[src/rtl/prs_pkg.sv]
package prs_pkg;

    typedef enum logic [1:0] {
        POL_FIFO = 2'd0,
        POL_LRU  = 2'd1,
        POL_LFU  = 2'd2,
        POL_MRU  = 2'd3
    } policy_e;

endpackage

[src/rtl/prs_tag_match.sv]
module prs_tag_match #(
    parameter int N      = 4,
    parameter int PAGE_W = 8,
    parameter int IW     = 2
) (
    input  logic [N-1:0]             valid_i,
    input  logic [N-1:0][PAGE_W-1:0] tag_i,
    input  logic [PAGE_W-1:0]        page_i,
    output logic                     hit_o,
    output logic [IW-1:0]            idx_o
);

    logic [N-1:0] eq;

    for (genvar g = 0; g < N; g++) begin : g_cmp
        assign eq[g] = valid_i[g] && (tag_i[g] == page_i);
    end

    assign hit_o = |eq;

    // Lowest index wins (tags are unique, so at most one bit is set).
    always_comb begin
        idx_o = '0;
        for (int i = N - 1; i >= 0; i--) begin
            if (eq[i]) idx_o = IW'(i);
        end
    end

endmodule

[src/rtl/prs_rank_update.sv]
module prs_rank_update #(
    parameter int N  = 4,
    parameter int IW = 2
) (
    input  logic [N-1:0][IW-1:0] rank_i,
    input  logic                 touch_i,
    input  logic [IW-1:0]        idx_i,
    output logic [N-1:0][IW-1:0] rank_o
);

    // Ranks form a permutation of 0..N-1. Touching a frame moves it to
    // rank 0, and every frame that was ahead of it slides back one place.
    always_comb begin
        rank_o = rank_i;
        if (touch_i) begin
            for (int i = 0; i < N; i++) begin
                if (IW'(i) == idx_i) begin
                    rank_o[i] = '0;
                end else if (rank_i[i] < rank_i[idx_i]) begin
                    rank_o[i] = rank_i[i] + 1'b1;
                end
            end
        end
    end

endmodule

[src/rtl/prs_victim_select.sv]
module prs_victim_select
    import prs_pkg::*;
#(
    parameter int N     = 4,
    parameter int IW    = 2,
    parameter int CNT_W = 3
) (
    input  policy_e                 policy_i,
    input  logic [N-1:0]            valid_i,
    input  logic [N-1:0][IW-1:0]    fifo_rank_i,
    input  logic [N-1:0][IW-1:0]    lru_rank_i,
    input  logic [N-1:0][CNT_W-1:0] cnt_i,
    output logic                    full_o,
    output logic [IW-1:0]           idx_o
);

    localparam logic [IW-1:0] LAST_RANK = IW'(N - 1);

    logic [IW-1:0] free_idx;
    logic [IW-1:0] fifo_idx;
    logic [IW-1:0] lru_idx;
    logic [IW-1:0] mru_idx;
    logic [IW-1:0] lfu_idx;

    assign full_o = &valid_i;

    always_comb begin
        free_idx = '0;
        for (int i = N - 1; i >= 0; i--) begin
            if (!valid_i[i]) free_idx = IW'(i);
        end
    end

    always_comb begin
        fifo_idx = '0;
        lru_idx  = '0;
        mru_idx  = '0;
        for (int i = 0; i < N; i++) begin
            if (fifo_rank_i[i] == LAST_RANK) fifo_idx = IW'(i);
            if (lru_rank_i[i] == LAST_RANK)  lru_idx  = IW'(i);
            if (lru_rank_i[i] == '0)         mru_idx  = IW'(i);
        end
    end

    // Fewest uses; ties go to the older recency rank. Ranks are distinct,
    // so a strict comparison leaves the lowest index on any residual tie.
    always_comb begin
        lfu_idx = '0;
        for (int i = 1; i < N; i++) begin
            if ((cnt_i[i] < cnt_i[lfu_idx]) ||
                ((cnt_i[i] == cnt_i[lfu_idx]) &&
                 (lru_rank_i[i] > lru_rank_i[lfu_idx]))) begin
                lfu_idx = IW'(i);
            end
        end
    end

    always_comb begin
        if (!full_o) begin
            idx_o = free_idx;
        end else begin
            case (policy_i)
                POL_FIFO: idx_o = fifo_idx;
                POL_LRU:  idx_o = lru_idx;
                POL_LFU:  idx_o = lfu_idx;
                POL_MRU:  idx_o = mru_idx;
                default:  idx_o = fifo_idx;
            endcase
        end
    end

endmodule

[src/rtl/page_repl_selector.sv]
module page_repl_selector
    import prs_pkg::*;
#(
    parameter  int NUM_FRAMES = 4,
    parameter  int PAGE_W     = 8,
    parameter  int CNT_W      = 3,
    localparam int IDX_W      = (NUM_FRAMES > 1) ? $clog2(NUM_FRAMES) : 1
) (
    input  logic              clk,
    input  logic              rst_n,
    input  logic [1:0]        cfg_policy,
    input  logic              req_valid,
    input  logic [PAGE_W-1:0] req_page,
    output logic              rsp_valid,
    output logic              rsp_hit,
    output logic              rsp_evict,
    output logic [PAGE_W-1:0] rsp_victim,
    output logic [IDX_W-1:0]  rsp_frame
);

    localparam logic [CNT_W-1:0] CNT_MAX = '1;
    localparam logic [CNT_W-1:0] CNT_ONE = CNT_W'(1);

    typedef struct packed {
        logic [NUM_FRAMES-1:0]             valid;
        logic [NUM_FRAMES-1:0][PAGE_W-1:0] tag;
        logic [NUM_FRAMES-1:0][IDX_W-1:0]  fifo_rank;
        logic [NUM_FRAMES-1:0][IDX_W-1:0]  lru_rank;
        logic [NUM_FRAMES-1:0][CNT_W-1:0]  cnt;
        policy_e                           policy;
        logic                              rsp_valid;
        logic                              rsp_hit;
        logic                              rsp_evict;
        logic [PAGE_W-1:0]                 rsp_page;
        logic [IDX_W-1:0]                  rsp_frame;
    } state_t;

    state_t state_q;
    state_t state_d;

    logic                             hit;
    logic [IDX_W-1:0]                 hit_idx;
    logic                             full;
    logic [IDX_W-1:0]                 vic_idx;
    logic [IDX_W-1:0]                 tgt_idx;
    logic [NUM_FRAMES-1:0][IDX_W-1:0] fifo_next;
    logic [NUM_FRAMES-1:0][IDX_W-1:0] lru_next;

    function automatic state_t reset_state();
        state_t s;
        s        = '0;
        s.policy = POL_FIFO;
        for (int i = 0; i < NUM_FRAMES; i++) begin
            s.fifo_rank[i] = IDX_W'(i);
            s.lru_rank[i]  = IDX_W'(i);
        end
        return s;
    endfunction

    prs_tag_match #(
        .N      (NUM_FRAMES),
        .PAGE_W (PAGE_W),
        .IW     (IDX_W)
    ) u_match (
        .valid_i (state_q.valid),
        .tag_i   (state_q.tag),
        .page_i  (req_page),
        .hit_o   (hit),
        .idx_o   (hit_idx)
    );

    prs_victim_select #(
        .N     (NUM_FRAMES),
        .IW    (IDX_W),
        .CNT_W (CNT_W)
    ) u_victim (
        .policy_i    (state_q.policy),
        .valid_i     (state_q.valid),
        .fifo_rank_i (state_q.fifo_rank),
        .lru_rank_i  (state_q.lru_rank),
        .cnt_i       (state_q.cnt),
        .full_o      (full),
        .idx_o       (vic_idx)
    );

    assign tgt_idx = hit ? hit_idx : vic_idx;

    // Load order moves only when a page is brought in.
    prs_rank_update #(
        .N  (NUM_FRAMES),
        .IW (IDX_W)
    ) u_fifo_order (
        .rank_i  (state_q.fifo_rank),
        .touch_i (req_valid && !hit),
        .idx_i   (tgt_idx),
        .rank_o  (fifo_next)
    );

    // Use order moves on every reference.
    prs_rank_update #(
        .N  (NUM_FRAMES),
        .IW (IDX_W)
    ) u_use_order (
        .rank_i  (state_q.lru_rank),
        .touch_i (req_valid),
        .idx_i   (tgt_idx),
        .rank_o  (lru_next)
    );

    always_comb begin
        state_d           = state_q;
        state_d.rsp_valid = req_valid;
        state_d.rsp_hit   = 1'b0;
        state_d.rsp_evict = 1'b0;
        state_d.rsp_page  = '0;
        state_d.rsp_frame = '0;

        if (!req_valid) begin
            state_d.policy = policy_e'(cfg_policy);
        end else begin
            state_d.rsp_frame = tgt_idx;
            state_d.lru_rank  = lru_next;
            if (hit) begin
                state_d.rsp_hit = 1'b1;
                if (state_q.cnt[tgt_idx] != CNT_MAX) begin
                    state_d.cnt[tgt_idx] = state_q.cnt[tgt_idx] + 1'b1;
                end
            end else begin
                state_d.fifo_rank      = fifo_next;
                state_d.valid[tgt_idx] = 1'b1;
                state_d.tag[tgt_idx]   = req_page;
                state_d.cnt[tgt_idx]   = CNT_ONE;
                if (full) begin
                    state_d.rsp_evict = 1'b1;
                    state_d.rsp_page  = state_q.tag[tgt_idx];
                end
            end
        end
    end

    always_ff @(posedge clk or negedge rst_n) begin
        if (!rst_n) begin
            state_q <= reset_state();
        end else begin
            state_q <= state_d;
        end
    end

    assign rsp_valid  = state_q.rsp_valid;
    assign rsp_hit    = state_q.rsp_hit;
    assign rsp_evict  = state_q.rsp_evict;
    assign rsp_victim = state_q.rsp_page;
    assign rsp_frame  = state_q.rsp_frame;

endmodule

[config.mk]
export PLATFORM = sky130hd
export DESIGN_NAME = page_repl_selector
export DESIGN_NICKNAME = d
export VERILOG_FILES = /design/src/rtl/prs_pkg.sv /design/src/rtl/prs_tag_match.sv /design/src/rtl/prs_rank_update.sv /design/src/rtl/prs_victim_select.sv /design/src/rtl/page_repl_selector.sv
export SDC_FILE = /design/constraint.sdc
export NUM_CORES = 1
export LEC_CHECK = 0
export ABC_AREA = 1
export BUFFER_PORTS_ARGS = -buffer_cell sky130_fd_sc_hd__buf_2
export CAP_MARGIN = 20
export CORE_MARGIN = 2
export CORE_UTILIZATION = 56
export DETAILED_ROUTE_END_ITERATION = 10
export PLACE_DENSITY_LB_ADDON = 0.12
export SLEW_MARGIN = 20
export SYNTH_ARGS = -nofsm -noshare
export SYNTH_HDL_FRONTEND = slang
export SYNTH_SLANG_ARGS = --single-unit
[constraint.sdc]
create_clock -name clk -period 5.25 [get_ports clk]
set_input_delay 0.2625 -clock clk [delete_from_list [all_inputs] [get_ports clk]]
set_output_delay 0.2625 -clock clk [all_outputs]
set_load 0.01 [all_outputs]
-- Word level (Yosys, flattened, before mapping)
Cells that the tools add are included.
- add/subtract/negate cells: 9
- order comparisons: 18
- equal/unequal tests: 21
- muxes and demuxes: 69
- bitwise operators: 5
- reduce and logical (&&, ||, !) cells: 38
- operator list (cell ; count):
    two-way mux 2 bit ; 38
    two-way mux 12 bit ; 3
    bitwise mux 32 bit ; 1
    equality test 8 bit ; 4
    AND reduction 4 bit ; 5
    binary-select mux 3 bit (select 2 bit) ; 3
    two-way mux 9 bit ; 2
    adder 2 x 1 -> 2 bit (second input constant) ; 8
    binary-select mux 2 bit (select 2 bit) ; 4
    binary-select mux 8 bit (select 2 bit) ; 1
    demux 8 bit (select 2 bit) ; 1
    equality test 2 bit (second input constant) ; 8
    less-than comparator 2 bit ; 8
    two-way mux 8 bit ; 2
    nonzero test 2 bit ; 8
    bitwise mux 12 bit ; 1
    two-way mux 3 bit ; 4
    AND reduction 2 bit ; 6
    logical NOT 2 bit ; 5
    equality test 3 bit ; 3
    logical AND 1 bit ; 9
    less-than comparator 3 bit ; 3
    bitwise AND 8 bit ; 1
    inverter 8 bit ; 1
    19 further kinds ; 31
- flip-flop bits (word level): 79
- input bits: 13
- output and inout port bits: 13
- logic and storage cells: 183

-- Longest topological paths before layout
- word-level depth: 26
- mapped depth: 46
- mapped depth without buffers: 44

-- Modules after synthesis
From an unflattened synthesis, not the netlist that was laid out.
- cell total of the unflattened synthesis: 775
- area total of the unflattened synthesis: 5427.7 µm²
- modules (own cells, without submodules) (module ; instances ; cells an instance ; area each (µm²) ; sequential area each (µm²)):
    page_repl_selector ; 1 ; 378 ; 3403.3 ; 1986.9
    prs_victim_select ; 1 ; 125 ; 718.2 ; 0.0
    prs_rank_update ; 2 ; 67 ; 342.8 ; 0.0
    prs_tag_match ; 1 ; 138 ; 620.6 ; 0.0

-- Worst setup path before layout
No wires, ideal clock.
- path kind: register -> register
- start point: register state_q[29] (netlist name)
- end point: register state_q[15] (netlist name)
- setup time: 0.077 ns
- arrival: 5.253 ns
- data required time: 5.173 ns
- path slack: -0.081 ns
- cell stages (with the launch flop): 45
- buffers on the path: 3
- period minus slack after synthesis: 5.331 ns
- path through: dfstp_2 -> inv_1 -> ha_1 -> nand2_1 -> inv_1 -> nor2_1 -> nand2_1 -> nand2_1 -> clkbuf_1 -> nor2_1 -> a21oi_1 -> ha_1 -> nand3_1 -> nor2_1 -> a21oi_1 -> clkbuf_1 -> o211ai_1 -> o21ai_0 -> (+9 left out) -> nand2_1 -> nand2_1 -> a21oi_4 -> nand2_2 -> inv_2 -> buf_2 -> a21oi_1 -> o221ai_1 -> inv_1 -> ha_1 -> ha_1 -> nor2_1 -> nor2_1 -> inv_1 -> nand2_1 -> nand2_1 -> inv_1 -> a21oi_1
- cells in the longest elaborated chain, start to end: 26
- elaborated cells on any way between the ends: 50
- classes of those cells: add/sub: 1; order compare: 7; eq/ne: 5; mux: 27; bitwise: 1; reduce/logical: 9
- ends and longest elaborated chain (element ; RTL line ; source):
    start: declaration ; page_repl_selector.sv:38 ; state_t state_q;
    start signal: assignment ; page_repl_selector.sv:143 ; state_q <= reset_state();
    start signal: assignment ; page_repl_selector.sv:145 ; state_q <= state_d;
    branches (longest 16 deep; another with less-than comparator 3 bit) ; n/a ;
    case mux 2 bit (4 select lines) (*) ; prs_victim_select.sv:62 ; case (policy_i)
    two-way mux 2 bit (*) ; prs_victim_select.sv:59 ; if (!full_o) begin
    two-way mux 2 bit (*) ; page_repl_selector.sv:86 ; assign tgt_idx = hit ? hit_idx : vic_idx;
    less-than comparator 2 x 3 -> 1 bit (not written as such) / >= comparator 2 x 1 -> 1 bit (equally long branches) ; page_repl_selector.sv:126, page_repl_selector.sv:132 ;
    logical AND 1 bit (not written as such) ; page_repl_selector.sv:126, page_repl_selector.sv:132 ;
    two-way mux 3 bit (not written as such) ; page_repl_selector.sv:126, page_repl_selector.sv:132 ;
    demux 3 bit (select 2 bit) ; page_repl_selector.sv:126, page_repl_selector.sv:132 ;
    bitwise mux 12 bit ; page_repl_selector.sv:126 ; state_d.cnt[tgt_idx] = state_q.cnt[tgt_idx] + 1'b1;
    two-way mux 12 bit ; page_repl_selector.sv:125 ; if (state_q.cnt[tgt_idx] != CNT_MAX) begin
    two-way mux 12 bit ; page_repl_selector.sv:123 ; if (hit) begin
Mark *: on every way between the ends. The select of a mux whose other input is x is not followed.
A chain may end at the register's enable or synchronous reset.

-- Worst setup path in the final report
- start point: register state_q[29] (netlist name)
- end point: register state_q[18] (netlist name)
The elaborated chain is that of the path after synthesis.

==> metrics.log <==
[metrics] number of enable flip-flop cells after synthesis: 0
[metrics] Core ar.: 9640 sq um
[metrics] number of placed I/O pins: 26
[metrics] warnings from Yosys: 0
[metrics] Post-Syn Area per Cell: 6.91 sq um
[metrics] Slew Viols, Final: 0
[metrics] first-pass GRT wire length: 22700 um
[metrics] final period demand of the worst path: 5.15 ns
[metrics] number of buffers inserted by port buffering: 25
[metrics] nature of the critical path endpoint: register
[metrics] number of antenna repair diodes: 0
[metrics] Vert. Die Dim: 103 um
[metrics] aggregate global routing overflow: 0
[metrics] library cell with the highest instance count after synthesis: nand2_1
[metrics] crit share post-route: 98.2%
[metrics] number of failing hold endpoints at the final stage: 0
[metrics] capturing element of the worst setup path: state_q[18]
[metrics] Site Rows: 36
[metrics] largest fanout on the critical path: 7
[metrics] total met2 wirelength after detailed routing: 7320 um
[metrics] wl on met1: 6220 um
[metrics] share of the synthesized area in the top cell type: 32.5%
[metrics] biggest area contributors in the synthesized netlist: dfrtp_1 (33%), nand2_1 (20%), inv_1 (7.1%), ha_1 (6.9%), nand3_1 (5.5%)
[metrics] final HPWL from detailed placement: 10300 um
[metrics] area grow syn2layout: 16.7%
[metrics] total buffers and inverters traversed by the critical path: 7
[metrics] kind of start point of the critical path: register
[metrics] HP Start: cfg_policy[1]
[metrics] total of flip-flops plus latches after synthesis: 79
[metrics] most frequent cell on the critical path: nand2_1
[metrics] final cell utilization of the core: 66.1%
[metrics] slack of the worst reg-to-reg path: 0.1 ns
[metrics] setup violation total in the final timing report: 0
[metrics] die footprint: 10600 sq um
[metrics] critical setup path kind: reg2reg
[metrics] TritonCTS clock tree: yes
[metrics] worst min-delay path class: in2reg
[metrics] routability cong.: 1.03
[metrics] die width: 103 um
[metrics] status: completed
[metrics] count of nets after finishing: 892
[metrics] worst-case hold slack: 0.0934 ns
[metrics] total wirelength of the detailed-routed design: 14700 um
[metrics] largest net degree at the start of global routing: 80
[metrics] setup repair after global routing missed its margin: yes
[metrics] Starting Density: 56.7%
[metrics] headroom to the max-slew limit: 60.2%
[metrics] Crit path arrival time: 5.42 ns
[metrics] Inst Count DP: 947
[metrics] fraction of registers with async set or reset after synthesis: 100%
[metrics] endpoint of the worst-slack reg-to-reg timing path: state_q[18]
[metrics] worst clock skew: 0.0150 ns
[metrics] number of nets with antenna violations after detailed routing: 0
[metrics] area of the mapped netlist: 5460 sq um
[metrics] launching element of the worst setup path: state_q[29]
[metrics] top flip-flop cell by instance count after synthesis: dfrtp_1
[metrics] portion of the post-synthesis area used by sequential elements: 36.4%
[metrics] Critical R2R Launch: state_q[29]
[metrics] Final WS setup: 0.0954 ns
[metrics] cell type of the slowest stage on the worst timing path: dfstp_2
[metrics] buffer type at the clock tree root: clkbuf_8
[metrics] vias post-DR: 5325
[metrics] achievable frequency: 194 MHz
[metrics] most area-hungry cell type in the Yosys netlist: dfrtp_1
[metrics] number of H-tree levels: 3
[metrics] Skew-Pair Late Insertion Delay: 0.37 ns
[metrics] routed via count divided by cell count: 5.40
[metrics] gate count after technology mapping: 791
[metrics] number of remaining DRC errors: 0
[metrics] total clock buffers created by CTS: 9
[metrics] share of layout cells above drive strength 1: 19.2%
[metrics] mean routed wirelength per cell: 14.9 um
[metrics] most used standard cells in the synthesized netlist: nand2_1 (285), inv_1 (103), dfrtp_1 (71), nand3_1 (60), nor2_1 (53)
[metrics] slew at the pin closest to its max-slew limit: 0.595 ns
[metrics] amount of wire on met3 after detailed routing: 660 um
[metrics] Clock Pin Slew Worst Setup and Hold Paths: 0.09 ns
[metrics] vias in the first global route: 4897
[metrics] stage delay of the slowest cell on the critical path: 0.54 ns
[metrics] number of nets in the synthesized netlist: 834
[metrics] endpoint required time on the critical path: 5.51 ns
[metrics] R2R cell count: 42
[metrics] DR pass1 iterations: 5
[metrics] top sig layer: met4
[metrics] final standard cell count with taps included and fillers excluded: 987
[metrics] count of distinct cell types in the synthesized netlist: 40
[metrics] clock sinks: 79
[metrics] largest delay contributor family on the critical path: simple AND/OR/NAND/NOR gates
[metrics] max-cap violations: 0
[metrics] Detailed Route Iter0 Violations: 334
[metrics] count of cell instances traversed by the critical path: 42
[metrics] number of buffers on the longest clock path: 2
[metrics] antenna violations before repair: 0
[metrics] Setup WS pre-CTS: -0.0930 ns
[metrics] Overall Global Routing Usage: 27.7%
-- metal layers --
layer	GRT usage (%)	vias to the layer above
met4	11.5	0
met3	4.75	43
met5	0	-
met1	34.5	2495
met2	47.8	181
li1	-	2606
-- final cells by class --
class | count | area [sq um]
fill | 878 | 3270
multi-input combinational | 575 | 3090
sequential | 79 | 1990
timing repair buffer | 72 | 518
inverter | 112 | 423
tap | 133 | 166
clock buffer | 12 | 155
clock inverter | 4 | 28.8
-- cells by family (layout without fill, tap and decap cells) --
logic type	count (synthesis)	count (layout)	share of synthesized area (%)
buffers and inverters	138	200	10.7
XOR/XNOR	11	11	1.76
adder cells (fa/ha/maj)	30	30	6.87
flip-flops	79	79	36.4
AO/OA/AOI/OAI	103	103	10.9
AND/OR/NAND/NOR	430	431	33.4
-- registers in the layout, indices dropped and copies added, names as in the netlist --
name        cells
rsp_valid       1
rsp_frame       2
rsp_hit         1
rsp_victim      8
rsp_evict       1
state_q        66
-- placed cells by master (no fill, tap or decap), types with 4 or more instances in the layout --
cell / Yosys / routed
nand2_1: 285 / 272
inv_1: 103 / 101
dfrtp_1: 71 / 71
nand3_1: 60 / 58
nor2_1: 53 / 44
o21ai_0: 48 / 42
buf_4: 12 / 42
ha_1: 30 / 26
buf_2: 10 / 24
nand2_2: 10 / 22
a21oi_1: 20 / 16
clkbuf_8: 0 / 11
inv_2: 9 / 10
o21ai_1: 6 / 10
xnor2_1: 9 / 9
a22oi_1: 10 / 9
dfstp_2: 8 / 8
nor2_2: 1 / 7
nor2_4: 3 / 6
nand3_2: 2 / 4
buf_6: 1 / 4
-- worst reg2reg max path: cells and delay by family, from the launching register on --
family / cells / cell delay [ns]
AND/OR/NAND/NOR: 23 / 1.80
buffers and inverters: 7 / 0.68
adder cells (fa/ha/maj): 5 / 1.19
AO/OA/AOI/OAI: 7 / 0.84
flip-flops: 1 / 0.54
-- worst min path at each step --
stage | end | slack (ns) | cells after the start
final | state_q[14] | 0.09 | 3
after global routing | state_q[14] | 0.11 | 3
after CTS | state_q[28] | 0.1 | 1
after detailed placement | state_q[14] | 0.48 | 3
after global placement | state_q[14] | 0.46 | 3
after floorplan | rsp_evict | -0.03 | 0
-- timing repair --
action	in CTS	in global routing
hold buffers	0	1
setup buffers	2	19
endpoints found under the setup margin	18	20
resized for setup	5	54
hold endpoints to repair	0	22
gates cloned	0	1
pin swaps	1	27
-- per-stage QoR --
| step | TNS (ns) | area [sq um] |
|---|---|---|
| after floorplan | 0 | 5460 |
| after global placement | 0 | 5770 |
| after detailed placement | -0.589 | 5770 |
| after CTS | 0 | 5990 |
| after global routing | -5.63 | 6370 |
| final | 0 | 6370 |
Power is not shown: default switching activity piles up to over one toggle a cycle in this logic, so the estimate is an artifact.
